--- src/rtl/ctmr_pkg.sv ---
`timescale 1ns/1ps
package ctmr_pkg;

  typedef enum logic [1:0] {
    SRC_PIN  = 2'd0,
    SRC_TXA  = 2'd1,
    SRC_TXB  = 2'd2,
    SRC_SYS  = 2'd3
  } ctmr_src_e;

  typedef struct packed {
    logic      timer;
    ctmr_src_e src;
    logic      div;
  } ctmr_sel_t;

  localparam int unsigned NUM_PINS = 3;

  // Code bit 2 alone picks the mode; the low bits pick source and divider.
  function automatic ctmr_sel_t ctmr_decode(input logic [2:0] code);
    ctmr_sel_t s;
    s.timer = code[2];
    case (code)
      3'd0:    begin s.src = SRC_PIN; s.div = 1'b0; end
      3'd1:    begin s.src = SRC_TXA; s.div = 1'b0; end
      3'd2:    begin s.src = SRC_TXB; s.div = 1'b0; end
      3'd3:    begin s.src = SRC_SYS; s.div = 1'b1; end
      3'd4:    begin s.src = SRC_PIN; s.div = 1'b0; end
      3'd5:    begin s.src = SRC_PIN; s.div = 1'b1; end
      3'd6:    begin s.src = SRC_SYS; s.div = 1'b0; end
      default: begin s.src = SRC_SYS; s.div = 1'b1; end
    endcase
    return s;
  endfunction

endpackage

--- src/rtl/ctmr_sync_edge.sv ---
`timescale 1ns/1ps
module ctmr_sync_edge #(
  parameter int unsigned STAGES = 2
) (
  input  logic clk,
  input  logic rst_n,
  input  logic din_i,
  output logic rise_o
);
  logic [STAGES-1:0] sh_q;
  logic              prev_q;

  always_ff @(posedge clk) begin
    if (!rst_n) begin
      sh_q   <= '0;
      prev_q <= 1'b0;
    end else begin
      sh_q   <= {sh_q[STAGES-2:0], din_i};
      prev_q <= sh_q[STAGES-1];
    end
  end

  assign rise_o = sh_q[STAGES-1] & ~prev_q;


  single_rise_chk: assert property (@(posedge clk) disable iff (!rst_n)
    rise_o |=> !rise_o);

endmodule

--- src/rtl/ctmr_clk_sel.sv ---
`timescale 1ns/1ps
module ctmr_clk_sel
  import ctmr_pkg::*;
#(
  parameter int unsigned PRESC_W     = 4,
  parameter int unsigned SYNC_STAGES = 2
) (
  input  logic                clk,
  input  logic                rst_n,
  input  ctmr_sel_t           cfg_i,
  input  logic                restart_i,
  input  logic                run_i,
  input  logic [NUM_PINS-1:0] pins_i,
  output logic                tick_o
);
  localparam logic [PRESC_W-1:0] PRESC_LAST = {PRESC_W{1'b1}};

  logic [NUM_PINS-1:0] rise;
  logic                raw_evt;
  logic                wrap;
  logic [PRESC_W-1:0]  presc_q;

  for (genvar g = 0; g < NUM_PINS; g++) begin : g_pin
    ctmr_sync_edge #(.STAGES(SYNC_STAGES)) u_edge (
      .clk   (clk),
      .rst_n (rst_n),
      .din_i (pins_i[g]),
      .rise_o(rise[g])
    );
  end

  always_comb begin
    case (cfg_i.src)
      SRC_PIN: raw_evt = rise[0];
      SRC_TXA: raw_evt = rise[1];
      SRC_TXB: raw_evt = rise[2];
      default: raw_evt = 1'b1;
    endcase
  end

  always_ff @(posedge clk) begin
    if (!rst_n || restart_i) presc_q <= '0;
    else if (run_i && raw_evt) presc_q <= presc_q + 1'b1;
  end

  assign wrap   = raw_evt && (presc_q == PRESC_LAST);
  assign tick_o = run_i && (cfg_i.div ? wrap : raw_evt);


  div_spacing_chk: assert property (@(posedge clk) disable iff (!rst_n)
    (cfg_i.div && tick_o && !restart_i) |=> !tick_o);

endmodule

--- src/rtl/ctmr_core.sv ---
`timescale 1ns/1ps
module ctmr_core #(
  parameter int unsigned WIDTH = 16
) (
  input  logic             clk,
  input  logic             rst_n,
  input  logic             start_i,
  input  logic             stop_i,
  input  logic             timer_i,
  input  logic [WIDTH-1:0] preload_i,
  input  logic             tick_i,
  output logic [WIDTH-1:0] count_o,
  output logic             wave_o,
  output logic             ready_o,
  output logic             running_o
);
  logic [WIDTH-1:0] reload_q;
  logic             at_zero;

  assign at_zero = (count_o == '0);

  always_ff @(posedge clk) begin
    if (!rst_n) begin
      count_o   <= '0;
      reload_q  <= '0;
      wave_o    <= 1'b0;
      ready_o   <= 1'b0;
      running_o <= 1'b0;
    end else if (start_i) begin
      count_o   <= preload_i;
      reload_q  <= preload_i;
      wave_o    <= 1'b0;
      ready_o   <= 1'b0;
      running_o <= 1'b1;
    end else if (stop_i) begin
      ready_o   <= 1'b0;
      running_o <= 1'b0;
    end else if (running_o && tick_i) begin
      if (!at_zero) begin
        count_o <= count_o - 1'b1;
      end else if (timer_i) begin
        count_o <= reload_q;
        wave_o  <= ~wave_o;
        if (!wave_o) ready_o <= 1'b1;
      end else begin
        count_o <= '1;
        ready_o <= 1'b1;
      end
    end
  end


  stop_clears_chk: assert property (@(posedge clk) disable iff (!rst_n)
    (stop_i && !start_i) |=> (!ready_o && !running_o));


  idle_hold_chk: assert property (@(posedge clk) disable iff (!rst_n)
    (!running_o && !start_i) |=> ($stable(count_o) && $stable(wave_o)));


  rise_flags_chk: assert property (@(posedge clk) disable iff (!rst_n)
    (running_o && timer_i && $rose(wave_o)) |-> ready_o);


  counter_wave_low_chk: assert property (@(posedge clk) disable iff (!rst_n)
    (running_o && !timer_i) |-> !wave_o);


  start_load_chk: assert property (@(posedge clk) disable iff (!rst_n)
    start_i |=> (count_o == $past(preload_i) && running_o && !ready_o && !wave_o));

endmodule

--- src/rtl/ctmr_top.sv ---
`timescale 1ns/1ps
module ctmr_top
  import ctmr_pkg::*;
#(
  parameter int unsigned WIDTH       = 16,
  parameter int unsigned PRESC_W     = 4,
  parameter int unsigned SYNC_STAGES = 2
) (
  input  logic             clk,
  input  logic             rst_n,
  input  logic [2:0]       mode_sel_i,
  input  logic [WIDTH-1:0] preload_i,
  input  logic             start_i,
  input  logic             stop_i,
  input  logic             ext_pin_i,
  input  logic             txa_clk_i,
  input  logic             txb_clk_i,
  output logic [WIDTH-1:0] count_o,
  output logic             wave_o,
  output logic             ready_o,
  output logic             running_o
);
  ctmr_sel_t           act_q;
  logic                tick;
  logic [NUM_PINS-1:0] pins;

  assign pins = {txb_clk_i, txa_clk_i, ext_pin_i};

  always_ff @(posedge clk) begin
    if (!rst_n)       act_q <= ctmr_decode(3'd0);
    else if (start_i) act_q <= ctmr_decode(mode_sel_i);
  end

  ctmr_clk_sel #(.PRESC_W(PRESC_W), .SYNC_STAGES(SYNC_STAGES)) u_sel (
    .clk      (clk),
    .rst_n    (rst_n),
    .cfg_i    (act_q),
    .restart_i(start_i),
    .run_i    (running_o),
    .pins_i   (pins),
    .tick_o   (tick)
  );

  ctmr_core #(.WIDTH(WIDTH)) u_core (
    .clk      (clk),
    .rst_n    (rst_n),
    .start_i  (start_i),
    .stop_i   (stop_i),
    .timer_i  (act_q.timer),
    .preload_i(preload_i),
    .tick_i   (tick),
    .count_o  (count_o),
    .wave_o   (wave_o),
    .ready_o  (ready_o),
    .running_o(running_o)
  );


  sel_hold_chk: assert property (@(posedge clk) disable iff (!rst_n)
    !start_i |=> $stable(act_q));

endmodule

--- config.mk ---
export PLATFORM = sky130hd
export DESIGN_NAME = ctmr_top
export DESIGN_NICKNAME = d
export VERILOG_FILES = /design/src/rtl/ctmr_pkg.sv /design/src/rtl/ctmr_sync_edge.sv /design/src/rtl/ctmr_clk_sel.sv /design/src/rtl/ctmr_core.sv /design/src/rtl/ctmr_top.sv
export SDC_FILE = /design/constraint.sdc
export NUM_CORES = 1
export LEC_CHECK = 0
export BUFFER_PORTS_ARGS = -buffer_cell sky130_fd_sc_hd__clkbuf_2
export CAP_MARGIN = 20
export CORE_AREA = 5 5 76 78
export DETAILED_ROUTE_END_ITERATION = 10
export DIE_AREA = 0 0 81 83
export HOLD_SLACK_MARGIN = 0.15
export PLACE_DENSITY = 0.75
export SKIP_LAST_GASP = 1
export SYNTH_ARGS = -nofsm -noshare
export SYNTH_HDL_FRONTEND = slang
export SYNTH_SLANG_ARGS = --single-unit
--- constraint.sdc ---
create_clock -name clk -period 3.8 [get_ports clk]
set_input_delay 0.38 -clock clk [delete_from_list [all_inputs] [get_ports clk]]
set_output_delay 0.38 -clock clk [all_outputs]
set_load 0.05 [all_outputs]
### Yosys cells after proc, flatten, opt, wreduce, memory -nomap -nowiden

Cells that the tools add are included.

| storage, ports and cells | value |
|---|---|
| output and inout bits | 19 |
| register bits after elaboration | 52 |
| logic and storage cells | 65 |
| input port bits | 26 |

| operators by class | value |
|---|---|
| multiplexer cells | 12 |
| bitwise operators | 9 |
| add/sub/neg operators | 2 |
| reduce and logical (&&, ||, !) cells | 17 |
| equality and inequality tests | 10 |

Operators by type and width:

| kind | number |
|---|---|
| 16-bit 2-to-1 mux | 5 |
| 16-bit zero test | 1 |
| 16-bit by 1-bit subtractor with 16-bit output (second input constant) | 1 |
| 3-bit one-hot mux with 5 select lines | 1 |
| 3-bit equality test (second input constant) | 3 |
| 1-bit inverter | 6 |
| 1-bit 2-to-1 mux | 5 |
| 4-bit by 1-bit adder with 4-bit output (second input constant) | 1 |
| 4-bit equality test (second input constant) | 1 |
| 1-bit logical AND | 4 |
| 2-bit != test (second input constant) | 2 |
| 4-bit AND reduction | 1 |
| 2-bit nonzero test | 2 |
| 2-bit OR reduction | 2 |
| 1-bit AND | 3 |
| 3-bit by 1-bit equality test with 1-bit output (second input constant) | 1 |
| 3-bit by 2-bit equality test with 1-bit output (second input constant) | 1 |
| 3-bit zero test | 1 |
| 1-bit one-hot mux with 3 select lines | 1 |
| 3-bit AND reduction | 1 |
| 3-bit OR reduction | 1 |
| 2-bit by 1-bit equality test with 1-bit output (second input constant) | 1 |
| 2-bit equality test (second input constant) | 1 |
| 2-bit zero test | 1 |
| other kinds (3) | 3 |

### Depth between registers and ports, before layout

| logic depth | value |
|---|---|
| word-level depth | 10 |
| depth in mapped cells | 8 |
| gate-level depth less buffers | 7 |

### By module

Synthesis repeated with hierarchy kept, for this count alone.

| second synthesis, totals | value |
|---|---|
| cells, all modules | 283 |
| area, all modules | 2611.3 um2 |

By module, submodules not included:

| module | cells each | area each (um2) | seq. area each (um2) | times used |
|---|---|---|---|---|
| ctmr_core | 223 | 1964.4 | 700.7 | 1 |
| ctmr_sync_edge | 7 | 92.6 | 60.1 | 3 |
| ctmr_clk_sel | 25 | 215.2 | 80.1 | 1 |
| ctmr_top | 14 | 153.9 | 80.1 | 1 |

### Least setup slack after synthesis

No wires, ideal clock.

| timing | value |
|---|---|
| path type | flip-flop to flip-flop |
| start | register u_core.count_o[0] |
| end | register u_core.count_o[5] |
| setup slack | 1.690 ns |
| arrival | 1.988 ns |
| cell stages (with the launch flop) | 8 |
| buffers on the path | 0 |
| library setup time | 0.122 ns |
| required time | 3.678 ns |
| cells stage by stage | dfxtp_1 > inv_1 > ha_1 > nor4b_1 > nand4_1 > or3_1 > o211ai_1 > a21oi_1 |

| between the ends | value |
|---|---|
| longest elaborated chain between the ends | 5 |

Ends and longest elaborated chain:

| what | line | source |
|---|---|---|
| start: declaration | ctmr_core.sv:12 | `output logic [WIDTH-1:0] count_o,` |
| start signal: assignment | ctmr_core.sv:30 | `count_o <= preload_i;` |
| start signal: assignment | ctmr_core.sv:40 | `count_o <= count_o - 1'b1;` |
| start signal: assignment | ctmr_core.sv:42 | `count_o <= reload_q;` |
| 16-bit by 1-bit subtractor with 16-bit output / 16-bit zero test (equally long branches) | ctmr_core.sv:40, ctmr_core.sv:20 |  |
| 16-bit 2-to-1 mux * | ctmr_core.sv:39 | `if (!at_zero) begin` |
| 16-bit 2-to-1 mux * | ctmr_core.sv:38 | `end else if (running_o && tick_i) begin` |
| 16-bit 2-to-1 mux * | ctmr_core.sv:35 | `end else if (stop_i) begin` |
| 16-bit 2-to-1 mux * | ctmr_core.sv:29 | `end else if (start_i) begin` |

Every way passes the cells marked *; elsewhere a longest branch is shown, timed or not. The select of a mux whose other input is x is not followed.
A chain may end at the register's enable or synchronous reset.

### Final worst setup path

| timing | value |
|---|---|
| start | register u_core.count_o[0] |
| end | register u_core.count_o[3] |

The elaborated chain is that of the path after synthesis.

==> implementation parameters <==
Parameter                              Value

Floorplanning
  DIE AREA    6723 um^2
  Row count    26
  Width of the chip    81 um
  I/O pin cnt    45
  Core Footprint    5010 um^2
  Die Span Y    83 um
  Effective utilization at floorplan    50.60%

Global route
  Overall Global Routing Usage    19.63%
  Largest net degree at the start of global routing    28
  Total global routing overflow    0
  Global-route wire length before repair    10770 um
  Number of global-route vias before repair    2257
  Initial antenna violation count    0

Run
  Number of max-cap violations    0

Final layout
  Post-route design area    2884 um^2
  Layout Cells excl Fill    411
  Top library cells by usage in the layout, fill and taps aside    sky130_fd_sc_hd__dfxtp_1, sky130_fd_sc_hd__clkbuf_2, sky130_fd_sc_hd__a21oi_1, sky130_fd_sc_hd__nor2_1, sky130_fd_sc_hd__o21ai_0
  Area growth, synth to finish    13.77%
  Filler cells    487
  Fraction of final layout cells with drive strength greater than 1    17.01%
  Nets    369
  Final core utilization    57.57%
  Antenna diode instance count    0
  Commonest non-fill, non-tap cell in the layout    sky130_fd_sc_hd__dfxtp_1

Yosys
  Main area contributors after synthesis    sky130_fd_sc_hd__dfxtp_1, sky130_fd_sc_hd__a21oi_1, sky130_fd_sc_hd__mux2i_1, sky130_fd_sc_hd__nor2_1, sky130_fd_sc_hd__o21ai_0
  Number of nets in the synthesized netlist    332
  Register area share after synthesis    41.07%
  Cell variety after synth    45
  Fraction of synthesis flops using an asynchronous set or reset pin    0%
  Synthesis Warnings    0
  Syn Inst Count    303
  Mean cell area of the mapped netlist    8.366 um^2
  Top_reg_cell synth    sky130_fd_sc_hd__dfxtp_1
  Yosys top cell area share    41.07%
  Seq cells post-synth    52
  Area of the mapped netlist    2535 um^2
  Biggest area consumer among synthesized cells    sky130_fd_sc_hd__dfxtp_1
  Number of enable-type register cells in the synthesized netlist    0

Routing
  Iteration-0 DRC Markers    337
  Detailed-route vias per instance    5.740
  Total Wirelength    6313 um
  Detailed-router iteration count before antenna repair    5
  Routed wirelength normalized by instance count    15.36 um
  Via count of the routed design    2359
  DRC violation count after routing    0
  Final antenna-violating net count    0

Worst setup path
  Type of the worst setup path    register to register
  Type of destination of the critical path    register
  Arrival time reported for the critical path endpoint    2.54 ns
  Cell count of the worst reg-to-reg path    7
  Max FO, Critical Path    10
  Critical Path Source Type    register
  Worst endpoint required time    4.00 ns
  Setup slack of the worst register-to-register path    1.46 ns

STA
  Total count of hold-check failures in the final report    0
  Endpoints failing setup    0
  Highest clock rate    427.4 MHz
  Final Hold Slack    0.2434 ns
  Max-slew violations    0
  Post-Route Setup TNS    0 ns
  Setup slack of the critical path after layout    1.460 ns
  Period utilisation layout    61.57%
  Worst slew margin relative to its limit    49.14%
  Fin Clk Skew    0.004483 ns
  Measured slew at the worst slew-check pin    0.7625 ns
  Final critical-path required period    2.340 ns
  RSZ-0062 raised after global routing    no

Min path
  Number of cells traversed by the worst hold path    2
  Type of the most critical hold path    primary input to register

Clocking
  TritonCTS Buffers    5
  Number of clock sinks    52
  Max clock buf depth    2
  Number of levels the H-tree was split into    2
  Reg clk slew, reported paths    0.10 ns
  Count of hold-fix buffers inserted at cts    0
  Count of cells resized by post-cts repair    0
  Post-CTS setup buffer count    0
  CTS root buf    sky130_fd_sc_hd__clkbuf_8
  TritonCTS clock tree    done
  Worst skew pair latency    0.30 ns

Placed design
  Number of buffer cells added on primary ports    44
  Gp weighted congestion    0.9310
  Number of placed cells counting well taps    403
  Setup slack at placement    1.522 ns
  Instance area after placement    2789 um^2
  Final HPWL from detailed placement    4541 um

Power
  Power share of the clock group    28.3%
  Switching share of total power    32.39%
  Total power    1.161 mW
  LEAKAGE    1.183 nW
  Switching power    0.3761 mW
  Total power density per cell area    402.7 nW/um^2
  Int Pwr    0.7852 mW
  Logic pwr share    19.4%
  Share of total power in sequential cells    52.3%
  Worst voltage drop across the vdd grid    0.0002251 V

Status
  Status    completed
==> worst max-delay path: stages (launching register included) <==
cell	delay, ns
sky130_fd_sc_hd__dfxtp_1	0.37
sky130_fd_sc_hd__inv_1	0.11
sky130_fd_sc_hd__ha_1	0.19
sky130_fd_sc_hd__nor4b_1	0.42
sky130_fd_sc_hd__nand4_1	0.46
sky130_fd_sc_hd__o31ai_1	0.37
sky130_fd_sc_hd__o211ai_1	0.12
sky130_fd_sc_hd__and3_1	0.19
==> cell usage after synthesis (2+ instances only) <==
library cell and count:
sky130_fd_sc_hd__o21ai_0 18, sky130_fd_sc_hd__nand3_1 9, sky130_fd_sc_hd__o211ai_1 10, sky130_fd_sc_hd__nor4_2 3, sky130_fd_sc_hd__nor2_1 30, sky130_fd_sc_hd__nand2b_1 3, sky130_fd_sc_hd__o311ai_0 2, sky130_fd_sc_hd__nor4_1 2
sky130_fd_sc_hd__mux2i_1 15, sky130_fd_sc_hd__nor3b_1 2, sky130_fd_sc_hd__or3_1 11, sky130_fd_sc_hd__clkbuf_1 10, sky130_fd_sc_hd__a21oi_1 37, sky130_fd_sc_hd__o2111ai_1 3, sky130_fd_sc_hd__a211oi_1 3, sky130_fd_sc_hd__xor2_1 4
sky130_fd_sc_hd__and3_1 6, sky130_fd_sc_hd__nor3_1 8, sky130_fd_sc_hd__o311ai_1 2, sky130_fd_sc_hd__inv_1 8, sky130_fd_sc_hd__nor2b_1 5, sky130_fd_sc_hd__a31oi_1 3, sky130_fd_sc_hd__and2_1 10, sky130_fd_sc_hd__o31ai_1 3
sky130_fd_sc_hd__o21ai_1 2, sky130_fd_sc_hd__dfxtp_1 52, sky130_fd_sc_hd__ha_1 3, sky130_fd_sc_hd__nand2_1 15, sky130_fd_sc_hd__nand4_1 3, sky130_fd_sc_hd__buf_2 4, sky130_fd_sc_hd__xnor2_1 3
==> cells by family after synthesis <==
logic type / after synthesis / share of synthesized area, %
mux: 15 / 5.923
fa+ha+maj: 3 / 1.481
xor+xnor: 7 / 2.419
flops: 52 / 41.07
buf+inv: 23 / 3.603
compound gates: 91 / 21.92
simple gates: 112 / 23.59
==> area by class of cell <==
class	count	area (um^2)	share of cell area (%)
clock buffers	5	68.82	2.386
clock inverters	3	26.28	0.9111
inverters	8	30.03	1.041
multi-input cells	228	1403	48.63
flip-flops and latches	52	1041	36.10
well taps	70	87.58	3.037
repair buffers	45	227.7	7.896
==> per-layer routing <==
layer | global-route usage (%) | wire [um] | up-vias
met4 | 5.684 | 40 | 0
li1 | - | - | 1179
met5 | 0 | 0 | -
met2 | 28.83 | 2838 | 91
met3 | 3.788 | 474 | 6
met1 | 28.91 | 2959 | 1083
==> final timing paths <==
check	start	endpoint
worst max-delay path	u_core.count_o[0]	u_core.count_o[3]
worst min-delay path	stop_i	u_core.ready_o
worst max register to register	u_core.count_o[0]	u_core.count_o[3]
worst min register to register	u_sel.g_pin[1].u_edge.sh_q[0]	u_sel.g_pin[1].u_edge.sh_q[1]
==> flip-flops by register name (all words and copies together) (netlist names) <==
signal / cells
act_q: 4
u_core.count_o: 16
u_core.ready_o: 1
u_core.reload_q: 16
u_core.running_o: 1
u_core.wave_o: 1
u_sel.g_pin.u_edge.prev_q: 3
u_sel.g_pin.u_edge.sh_q: 6
u_sel.presc_q: 4
==> power by group through the flow <==
| stage | sequential (mW) | combinational (mW) | clock, mW |
|---|---|---|---|
| finish | 0.607 | 0.225 | 0.329 |
| global route | 0.612 | 0.249 | 0.359 |
| global placement | 0.617 | 0.222 | 0 |
| detailed placement | 0.619 | 0.223 | 0 |
| floorplan | 0.652 | 0.127 | 0 |
| CTS | 0.606 | 0.224 | 0.338 |
(Power assumes the default switching activity.)
